<file path="config.mk">
export PLATFORM = sky130hd
export DESIGN_NAME = tcd_decoder
export DESIGN_NICKNAME = d
export VERILOG_FILES = /design/src/rtl/tcd_pkg.sv /design/src/rtl/tcd_bit_store.sv /design/src/rtl/tcd_frame_check.sv /design/src/rtl/tcd_decoder.sv
export SDC_FILE = /design/constraint.sdc
export NUM_CORES = 1
export LEC_CHECK = 0
export ABC_AREA = 0
export BUFFER_PORTS_ARGS = -buffer_cell sky130_fd_sc_hd__buf_4
export CORE_ASPECT_RATIO = 0.7
export CORE_MARGIN = 1
export CORE_UTILIZATION = 55
export DETAILED_ROUTE_END_ITERATION = 8
export HOLD_SLACK_MARGIN = 0.05
export PLACE_DENSITY = 0.75
export SETUP_SLACK_MARGIN = 0.3
export SLEW_MARGIN = 20
export SYNTH_ARGS = -nofsm -noshare
export SYNTH_HDL_FRONTEND = slang
export SYNTH_SLANG_ARGS = --single-unit
</file>
<file path="constraint.sdc">
create_clock -name clk -period 3.45 [get_ports clk]
set_input_delay 0.69 -clock clk [delete_from_list [all_inputs] [get_ports clk]]
set_output_delay 0.69 -clock clk [all_outputs]
set_load 0.005 [all_outputs]
</file>
<file path="src/rtl/tcd_pkg.sv">
package tcd_pkg;
    localparam int unsigned BASE_BITS  = 59;
    localparam int unsigned POS_START  = 0;
    localparam int unsigned POS_CALL   = 15;
    localparam int unsigned POS_ZANN   = 16;
    localparam int unsigned POS_SUMMER = 17;
    localparam int unsigned POS_WINTER = 18;
    localparam int unsigned POS_LEAP   = 19;
    localparam int unsigned POS_TIME   = 20;
    localparam int unsigned POS_EXTRA  = 59;

    typedef enum logic [0:0] {
        ST_HUNT    = 1'b0,
        ST_COLLECT = 1'b1
    } dec_state_t;

    typedef struct packed {
        logic [6:0] min;
        logic [5:0] hour;
        logic [5:0] mday;
        logic [2:0] wday;
        logic [4:0] mon;
        logic [7:0] year;
        logic       call;
        logic       zone_ann;
        logic       summer;
        logic       winter;
        logic       leap_ann;
    } stamp_t;
endpackage

</file>
<file path="src/rtl/tcd_bit_store.sv">
module tcd_bit_store
    import tcd_pkg::*;
#(
    parameter int unsigned MAX_BITS = 60,
    parameter int unsigned CW       = $clog2(MAX_BITS + 1)
) (
    input  logic                       clk,
    input  logic                       rst_n,
    input  logic                       clr,
    input  logic                       wr_en,
    input  logic                       wr_val,
    output logic                       start_bit,
    output logic [MAX_BITS-1:POS_CALL] kept,
    output logic [CW-1:0]              count,
    output logic                       full
);
    assign full = (count == CW'(MAX_BITS));

    always_ff @(posedge clk) begin
        if (!rst_n || clr) begin
            count <= '0;
        end else if (wr_en && !full) begin
            count <= count + 1'b1;
        end
    end

    always_ff @(posedge clk) begin
        if (!rst_n || clr) begin
            start_bit <= 1'b0;
        end else if (wr_en && count == '0) begin
            start_bit <= wr_val;
        end
    end

    // Positions 1..14 carry nothing this block uses: count them, keep no flop.
    for (genvar g = POS_CALL; g < MAX_BITS; g++) begin : g_slot
        always_ff @(posedge clk) begin
            if (!rst_n || clr) begin
                kept[g] <= 1'b0;
            end else if (wr_en && !full && count == CW'(g)) begin
                kept[g] <= wr_val;
            end
        end
    end

    assert_count_bound_R7: assert property (@(posedge clk) disable iff (!rst_n)
        count <= CW'(MAX_BITS));
    assert_clear_R9: assert property (@(posedge clk) disable iff (!rst_n)
        clr |=> count == '0);
endmodule

</file>
<file path="src/rtl/tcd_frame_check.sv">
module tcd_frame_check
    import tcd_pkg::*;
#(
    parameter int unsigned MAX_BITS = 60,
    parameter int unsigned CW       = $clog2(MAX_BITS + 1)
) (
    input  logic                       start_bit,
    input  logic [MAX_BITS-1:POS_CALL] kept,
    input  logic [CW-1:0]              count,
    output stamp_t                     fields,
    output logic                       ok
);
    logic len_ok, mark_ok, par_ok, zone_ok, min_ok, hour_ok, date_ok;
    logic [3:0] mon_u;
    logic       mon_t;

    assign fields.min      = kept[27:21];
    assign fields.hour     = kept[34:29];
    assign fields.mday     = kept[41:36];
    assign fields.wday     = kept[44:42];
    assign fields.mon      = kept[49:45];
    assign fields.year     = kept[57:50];
    assign fields.call     = kept[POS_CALL];
    assign fields.zone_ann = kept[POS_ZANN];
    assign fields.summer   = kept[POS_SUMMER];
    assign fields.winter   = kept[POS_WINTER];
    assign fields.leap_ann = kept[POS_LEAP];

    if (MAX_BITS > BASE_BITS) begin : g_leap
        assign len_ok = (count == CW'(BASE_BITS)) ||
                        (count == CW'(BASE_BITS + 1) && kept[POS_LEAP] && !kept[POS_EXTRA]);
    end else begin : g_plain
        assign len_ok = (count == CW'(BASE_BITS));
    end

    assign mark_ok = !start_bit && kept[POS_TIME];
    assign par_ok  = !(^kept[28:21]) && !(^kept[35:29]) && !(^kept[58:36]);
    assign zone_ok = kept[POS_SUMMER] ^ kept[POS_WINTER];

    assign min_ok  = (kept[24:21] <= 4'd9) && (kept[27:25] <= 3'd5);
    assign hour_ok = (kept[32:29] <= 4'd9) &&
                     ((kept[34:33] < 2'd2) || (kept[34:33] == 2'd2 && kept[32:29] <= 4'd3));

    assign mon_u = kept[48:45];
    assign mon_t = kept[49];

    always_comb begin
        date_ok = (kept[39:36] <= 4'd9) && (kept[44:42] != 3'd0) &&
                  (mon_u <= 4'd9) && !(mon_t == 1'b0 && mon_u == 4'd0) &&
                  (!mon_t || mon_u <= 4'd2) &&
                  (kept[53:50] <= 4'd9) && (kept[57:54] <= 4'd9);
    end

    assign ok = len_ok && mark_ok && par_ok && zone_ok && min_ok && hour_ok && date_ok;
endmodule

</file>
<file path="src/rtl/tcd_decoder.sv">
module tcd_decoder
    import tcd_pkg::*;
#(
    parameter int unsigned LEAP_ENABLE = 1
) (
    input  logic       clk,
    input  logic       rst_n,
    input  logic       bit_vld,
    input  logic       bit_val,
    input  logic       minute_mark,
    input  logic       frame_abort,
    output logic [6:0] min_bcd,
    output logic [5:0] hour_bcd,
    output logic [5:0] mday_bcd,
    output logic [2:0] wday,
    output logic [4:0] month_bcd,
    output logic [7:0] year_bcd,
    output logic       call_flag,
    output logic       zone_ann,
    output logic       summer_zone,
    output logic       winter_zone,
    output logic       leap_ann,
    output logic       frame_ok
);
    localparam int unsigned MAX_BITS = BASE_BITS + ((LEAP_ENABLE != 0) ? 1 : 0);
    localparam int unsigned CW       = $clog2(MAX_BITS + 1);

    dec_state_t st, st_nxt;
    logic                       clr, wr_en, full, chk_ok, accept;
    logic                       start_bit;
    logic [MAX_BITS-1:POS_CALL] kept;
    logic [CW-1:0]              count;
    stamp_t                     fields, stamp_q;

    tcd_bit_store #(.MAX_BITS(MAX_BITS), .CW(CW)) u_store (
        .clk(clk), .rst_n(rst_n), .clr(clr), .wr_en(wr_en), .wr_val(bit_val),
        .start_bit(start_bit), .kept(kept), .count(count), .full(full)
    );

    tcd_frame_check #(.MAX_BITS(MAX_BITS), .CW(CW)) u_check (
        .start_bit(start_bit), .kept(kept), .count(count),
        .fields(fields), .ok(chk_ok)
    );

    // Transitions: MARK_SEEN, MINUTE_END, ABORT, OVERRUN
    always_comb begin
        st_nxt = st;
        clr    = 1'b0;
        wr_en  = 1'b0;
        accept = 1'b0;
        unique case (st)
            ST_HUNT: begin
                clr = 1'b1;
                if (minute_mark && !frame_abort) st_nxt = ST_COLLECT;
            end
            ST_COLLECT: begin
                if (frame_abort) begin
                    clr    = 1'b1;
                    st_nxt = ST_HUNT;
                end else if (minute_mark) begin
                    clr    = 1'b1;
                    accept = chk_ok;
                end else if (bit_vld && full) begin
                    clr    = 1'b1;
                    st_nxt = ST_HUNT;
                end else begin
                    wr_en = bit_vld;
                end
            end
            default: st_nxt = ST_HUNT;
        endcase
    end

    always_ff @(posedge clk) begin
        if (!rst_n) st <= ST_HUNT;
        else        st <= st_nxt;
    end

    always_ff @(posedge clk) begin
        if (!rst_n) begin
            frame_ok <= 1'b0;
            stamp_q  <= '0;
        end else begin
            frame_ok <= accept;
            if (accept) stamp_q <= fields;
        end
    end

    assign min_bcd     = stamp_q.min;
    assign hour_bcd    = stamp_q.hour;
    assign mday_bcd    = stamp_q.mday;
    assign wday        = stamp_q.wday;
    assign month_bcd   = stamp_q.mon;
    assign year_bcd    = stamp_q.year;
    assign call_flag   = stamp_q.call;
    assign zone_ann    = stamp_q.zone_ann;
    assign summer_zone = stamp_q.summer;
    assign winter_zone = stamp_q.winter;
    assign leap_ann    = stamp_q.leap_ann;

    assert_ok_after_mark_R2: assert property (@(posedge clk) disable iff (!rst_n)
        frame_ok |-> $past(minute_mark));
    assert_zone_exclusive_R5: assert property (@(posedge clk) disable iff (!rst_n)
        frame_ok |-> (summer_zone != winter_zone));
    assert_digit_range_R6: assert property (@(posedge clk) disable iff (!rst_n)
        frame_ok |-> (min_bcd[3:0] <= 4'd9 && hour_bcd[3:0] <= 4'd9 &&
                      month_bcd[3:0] <= 4'd9 && year_bcd[3:0] <= 4'd9 && wday != 3'd0));
    assert_abort_hunt_R9: assert property (@(posedge clk) disable iff (!rst_n)
        frame_abort |=> (st == ST_HUNT && !frame_ok));
    assert_hold_outputs_R10: assert property (@(posedge clk) disable iff (!rst_n)
        !frame_ok |-> $stable(stamp_q));
    assert_single_pulse_R11: assert property (@(posedge clk) disable iff (!rst_n)
        frame_ok |=> !frame_ok);
endmodule

</file>
After elaboration in Yosys (flattened, before gate mapping)
Index checks and enable logic that the tools add are counted.
{"block": "totals", "reg_bits": 94, "inputBits": 6, "out_inout_bits": 41, "wordCells": 227}
{"block": "op_classes", "add_sub_neg": 1, "magnitude_cmp": 10, "eq_ne": 47, "muxes": 16, "n_bitwise": 3, "reduce_logical": 90}
{"cell": "$eq 6x6->1 const B", "n": 29}
{"cell": "$eq 6x5->1 const B", "n": 16}
{"cell": "$logic_and 1x1->1", "n": 70}
{"cell": "$le 4x4->1 const B", "n": 6}
{"cell": "$reduce_xor 23->1", "n": 1}
{"cell": "$mux 1", "n": 14}
{"cell": "$logic_not 1->1", "n": 10}
{"cell": "$le 4x2->1 const B", "n": 2}
{"cell": "$reduce_xor 8->1", "n": 1}
{"cell": "$reduce_xor 7->1", "n": 1}
{"cell": "$add 6x1->6 const B", "n": 1}
{"cell": "$eq 6x4->1 const B", "n": 1}
{"cell": "$logic_not 6->1", "n": 1}
{"cell": "$logic_not 4->1", "n": 1}
{"cell": "$logic_or 1x1->1", "n": 4}
{"cell": "$pmux 1 s2", "n": 2}
{"cell": "$le 3x3->1 const B", "n": 1}
{"cell": "$reduce_bool 3->1", "n": 1}
{"cell": "$eq 2x2->1 const B", "n": 1}
{"cell": "$lt 2x2->1 const B", "n": 1}
{"cell": "$not 1->1", "n": 2}
{"cell": "$xor 1x1->1", "n": 1}

Longest topological paths before layout
{"block": "depth", "ltp_word": 13, "depth_mapped": 10, "depth_no_buf": 8}

By module
From an unflattened synthesis, not the netlist that was laid out.
{"block": "unflattened", "cells_unflattened": 604, "area_unflattened_um2": 5348.9}
{"mod": "tcd_bit_store", "n_inst": 1, "cells_per_inst": 281, "area_each_um2": 2532.4, "seq_area_each_um2": 1041.0}
{"mod": "tcd_decoder", "n_inst": 1, "cells_per_inst": 185, "area_each_um2": 1726.7, "seq_area_each_um2": 840.8}
{"mod": "tcd_frame_check", "n_inst": 1, "cells_per_inst": 138, "area_each_um2": 1089.8, "seq_area_each_um2": 0.0}

Worst setup path before layout
OpenSTA, ideal clock, no wires.
{"block": "synth_path", "path_kind": "reg-to-reg", "from": "reg u_store.kept[31] (netlist name)", "to": "reg stamp_q, in the netlist call_flag", "setup_time_ns": 0.132, "arrival_ns": 2.127, "required_ns": 3.318, "slack_ns": 1.190, "stages_incl_launch_ff": 11, "n_path_buf": 2, "period_less_slack_ns": 2.260, "cell_sequence": "dfxtp_1 > inv_1 > ha_1 > xor2_1 > xnor2_1 > o211ai_1 > or4_1 > buf_2 > buf_6 > o31ai_1 > a21oi_1"}
{"block": "synth_between", "elab_chain_cells": 12, "elab_cells_between_ends": 17, "classes_between": "order compare (2); mux (3); reduce/logical (12)"}
{"item": "start: declaration", "line": "tcd_bit_store.sv:13", "text": "output logic [MAX_BITS-1:POS_CALL] kept,"}
{"item": "start signal: indexed assignment", "line": "tcd_bit_store.sv:41", "text": "kept[g] <= wr_val;"}
{"item": "branches (longest 7 deep; another with $le 4x2->1)"}
{"item": "$logic_and 1x1->1 * (2 in series)", "line": "tcd_frame_check.sv:54", "text": "assign ok = len_ok && mark_ok && par_ok && zone_ok && min_ok && hour_ok && date_ok;"}
{"item": "$mux 1 *", "line": "tcd_decoder.sv:60", "text": "end else if (minute_mark) begin"}
{"item": "$mux 1 *", "line": "tcd_decoder.sv:57", "text": "if (frame_abort) begin"}
{"item": "$mux 1 *", "line": "tcd_decoder.sv:51", "text": "unique case (st)"}
{"item": "end signal: assignment", "line": "tcd_decoder.sv:85", "text": "if (accept) stamp_q <= fields;"}
{"item": "end: declaration", "line": "tcd_decoder.sv:33", "text": "stamp_t fields, stamp_q;"}
Every way passes the cells marked *.
A chain may end at the register's enable or synchronous reset.

Final worst setup path
{"block": "layout_path", "from": "reg u_store.count[0]", "to": "reg u_store.kept[26] (netlist name)"}
{"block": "layout_between", "elab_chain_cells": 8, "elab_cells_between_ends": 15, "classes_between": "eq/ne (2); mux (8); reduce/logical (5)"}
{"item": "start: declaration", "line": "tcd_bit_store.sv:14", "text": "output logic [CW-1:0] count,"}
{"item": "start signal: assignment", "line": "tcd_bit_store.sv:23", "text": "count <= count + 1'b1;"}
{"item": "$eq 6x6->1", "line": "tcd_bit_store.sv:17", "text": "assign full = (count == CW'(MAX_BITS));"}
{"item": "$logic_and 1x1->1", "line": "tcd_decoder.sv:63", "text": "end else if (bit_vld && full) begin"}
{"item": "$mux 1", "line": "tcd_decoder.sv:63"}
{"item": "$mux 1", "line": "tcd_decoder.sv:60"}
{"item": "$mux 1", "line": "tcd_decoder.sv:57"}
{"item": "$mux 1", "line": "tcd_decoder.sv:51"}
{"item": "$logic_and 1x1->1 (2 in series)", "line": "tcd_bit_store.sv:40", "text": "end else if (wr_en && !full && count == CW'(g)) begin"}
Parallel ways exist; a longest one is shown, timed or not.

==> results.toml <==
[critical_path]
cp_top_family = "simple AND/OR/NAND/NOR gates"
crit_chain = "inv_1, ha_1, nand3_1, o211ai_1, or2_1, o21ai_0, a21oi_1"
slowest_stage = "or2_1"
reg2reg_to = "u_store.kept[26]$_SDFFE_PP0P_"
reg2reg_from = "u_store.count[0]$_SDFFE_PP0P_"
critPathLaunchType = "register"
end_kind = "register"
crit_type = "register to register"
path_buf_inv = 1
required_ps = 3720
cp_max_fo = 14
r2r_cells = 7
crit_arrival_ps = 2910
r2r_slack_ps = 810
critical_path.max_stage_delay_ps = 510

[clock_tree]
cts_repair_resize_count = 0
htree_num_levels = 3
cts-root-buf = "clkbuf_16"
cts_tree = "done"
clock_sinks = 94
ctsHoldBuffers = 0
cts_inserted_buffers = 9
clk_path_buf_depth = 2
clk_latency_ps = 350
post_cts_buffers = 0
clk_pin_slew_ps = 60

[drt]
wl_per_cell_um = 17.3
routed_wl_mm = 12.5
dr_total_vias = 4457
drc = 0
vias_per_cell = 6.16
postRouteAntennaNets = 0
drt_iter0_drc = 453
firstDrtPassIters = 5

[synthesis]
ys_seq_area_share_pct = 39.1
synth_ff_type = "dfxtp_1"
avgSynthCellArea_um2 = 8.29
netlist_instances = 581
syn_area_mm2 = 0.00482
async_reset_ff_share_pct = 0
synth-edff-count = 0
synthDistinctLibCells = 34
synth_nets = 615
synth-seq-cells = 94
yosys_warnings = 0

[sta]
finClkSkew_ps = 8.15
worstMarginPinSlew_ps = 664
maxSlewViolCount = 0
final-setup-viol-count = 0
rsz0062_at_grt = "false"
hold_viol = 0
relSlewSlack_pct = 55.5
fmax_mhz = 378
finalSetupTns_ps = 0
fin_crit_ps = 2640
post-route-period-util_pct = 76.6

[final_layout]
diodes = 0
num-nets-final = 635
nFillCells = 726
final_util_pct = 64.8
final_common_cell = "dfxtp_1"
area_delta_synth_final_pct = 14.1
drive_above_1_share_pct = 13.7
final_cell_mix = "94 x dfxtp_1, 76 x a21oi_1, 68 x nand4_1"

[min_path]
hold_class = "register to register"
whs_endpoint = "hour_bcd[0]$_SDFFE_PN0P_"
worst_hold_startpoint = "hour_bcd[0]$_SDFFE_PN0P_"
hold_depth = 2

[global_route]
grt.total_usage_pct = 28.1
grt_pass1_wl_mm = 19.6
grt_overflow_total = 0
antenna_found_initial = 0
grt_pass1_vias = 3797
grt_max_degree = 53

[power_and_ir_drop]
peakVddDrop_mv = 0.293
p_per_area_mw_per_mm2 = 365
leakage_nw = 1.82

[floorplanning]
dieArea_mm2 = 0.00914
pin_count = 47
die_height_um = 80.3
coreArea_mm2 = 0.00848
die_x_um = 114
initial_core_util_pct = 56.8
rows = 28

[place]
io_buffers = 46
gp_congestion = 0.914
hpwl_mm = 8.82

[run_status]
status = "finished clean"

[flow_run]
cap_violations = 0
==> worst max-delay path by stage <==
stage,slack [ps],to,startpoint,cells after the start
2_1_floorplan,1190,call_flag$_SDFFE_PN0P_,u_store.kept[31]$_SDFFE_PP0P_,10
3_3_place_gp,940,min_bcd[5]$_SDFFE_PN0P_,u_store.kept[31]$_SDFFE_PP0P_,9
3_5_place_dp,890,min_bcd[4]$_SDFFE_PN0P_,u_store.count[0]$_SDFFE_PP0P_,9
4_1_cts,870,wday[0]$_SDFFE_PN0P_,u_store.count[0]$_SDFFE_PP0P_,9
5_1_grt,660,u_store.kept[46]$_SDFFE_PP0P_,u_store.count[0]$_SDFFE_PP0P_,7
6_report,810,u_store.kept[26]$_SDFFE_PP0P_,u_store.count[0]$_SDFFE_PP0P_,7
==> registers in the layout, indices dropped and copies added, names as in the netlist, 3 cells and up <==
| signal | count |
|---|---|
| hour_bcd | 6 |
| mday_bcd | 6 |
| min_bcd | 7 |
| u_store.kept | 45 |
| u_store.count | 6 |
| year_bcd | 8 |
| month_bcd | 5 |
| wday | 3 |
==> metrics by stage <==
stage / instance area (um2) / total power [mW] / worst slack, ps / hold WS [ps] / std cells
after floorplan: 4820 / 1.13 / 1190 / 447 / 581
after global placement: 5240 / 1.14 / 942 / 452 / 710
final: 5490 / 2.00 / 807 / 466 / 724
after global routing: 5490 / 2.06 / 656 / 477 / 724
after CTS: 5490 / 2.02 / 869 / 466 / 724
after detailed placement: 5240 / 1.14 / 889 / 460 / 710
==> power breakdown <==
part | internal, mW | total (mW) | leakage [nW] | switching, mW
Sequential | 1.09 | 1.09 | 0.757 | 0.000453
Clock | 0.498 | 0.888 | 0.128 | 0.391
Combinational | 0.00741 | 0.0292 | 0.939 | 0.0218
==> synthesized netlist by cell type (8+ instances only) <==
cell,count,area (um2)
a21oi_1,76,380
buf_2,11,55.1
clkbuf_1,39,146
dfxtp_1,94,1880
ha_1,28,350
inv_1,23,86.3
mux2i_1,11,110
nand2_1,31,116
nand3_1,16,80.1
nand4_1,68,425
nor2_1,32,120
nor2b_1,8,50.1
o21ai_0,31,155
o21ai_1,10,50.1
o31ai_1,40,300
xnor2_1,22,193
xor2_1,8,70.1
==> cell type report <==
| class | count | area, um2 | area share (%) |
|---|---|---|---|
| Sequential cell | 94 | 1880 | 34.3 |
| Tap cell | 120 | 150 | 2.73 |
| Clock buffer | 12 | 246 | 4.49 |
| Timing Repair Buffer | 65 | 488 | 8.88 |
| Multi-Input combinational cell | 407 | 2630 | 47.8 |
| Inverter | 24 | 90.1 | 1.64 |
| Clock inverter | 2 | 10.0 | 0.182 |
==> layer usage <==
layer	part of all wire, %	track usage (%)
met1	47	38.8
met2	43	41.9
met3	8.4	8.75
met4	1.9	8.57
met5	0	0
==> cell families after synthesis <==
family,Yosys count,synth area share [%]
and+or+nand+nor,173,18.9
adders and majority gates,28,7.27
xor gates and xnor gates,30,5.45
DFF,94,39.1
AOI/OAI and AO/OA,165,19.8
muxes,11,2.29
buffers and inverters,80,7.14
==> worst reg2reg max path, cell delays in order, from the launching register on <==
cell,delay (ps)
dfxtp_1,340
inv_1,120
ha_1,440
nand3_1,330
o211ai_1,460
or2_1,510
o21ai_0,180
a21oi_1,190
No activity file was read; power rests on OpenSTA's default activity.
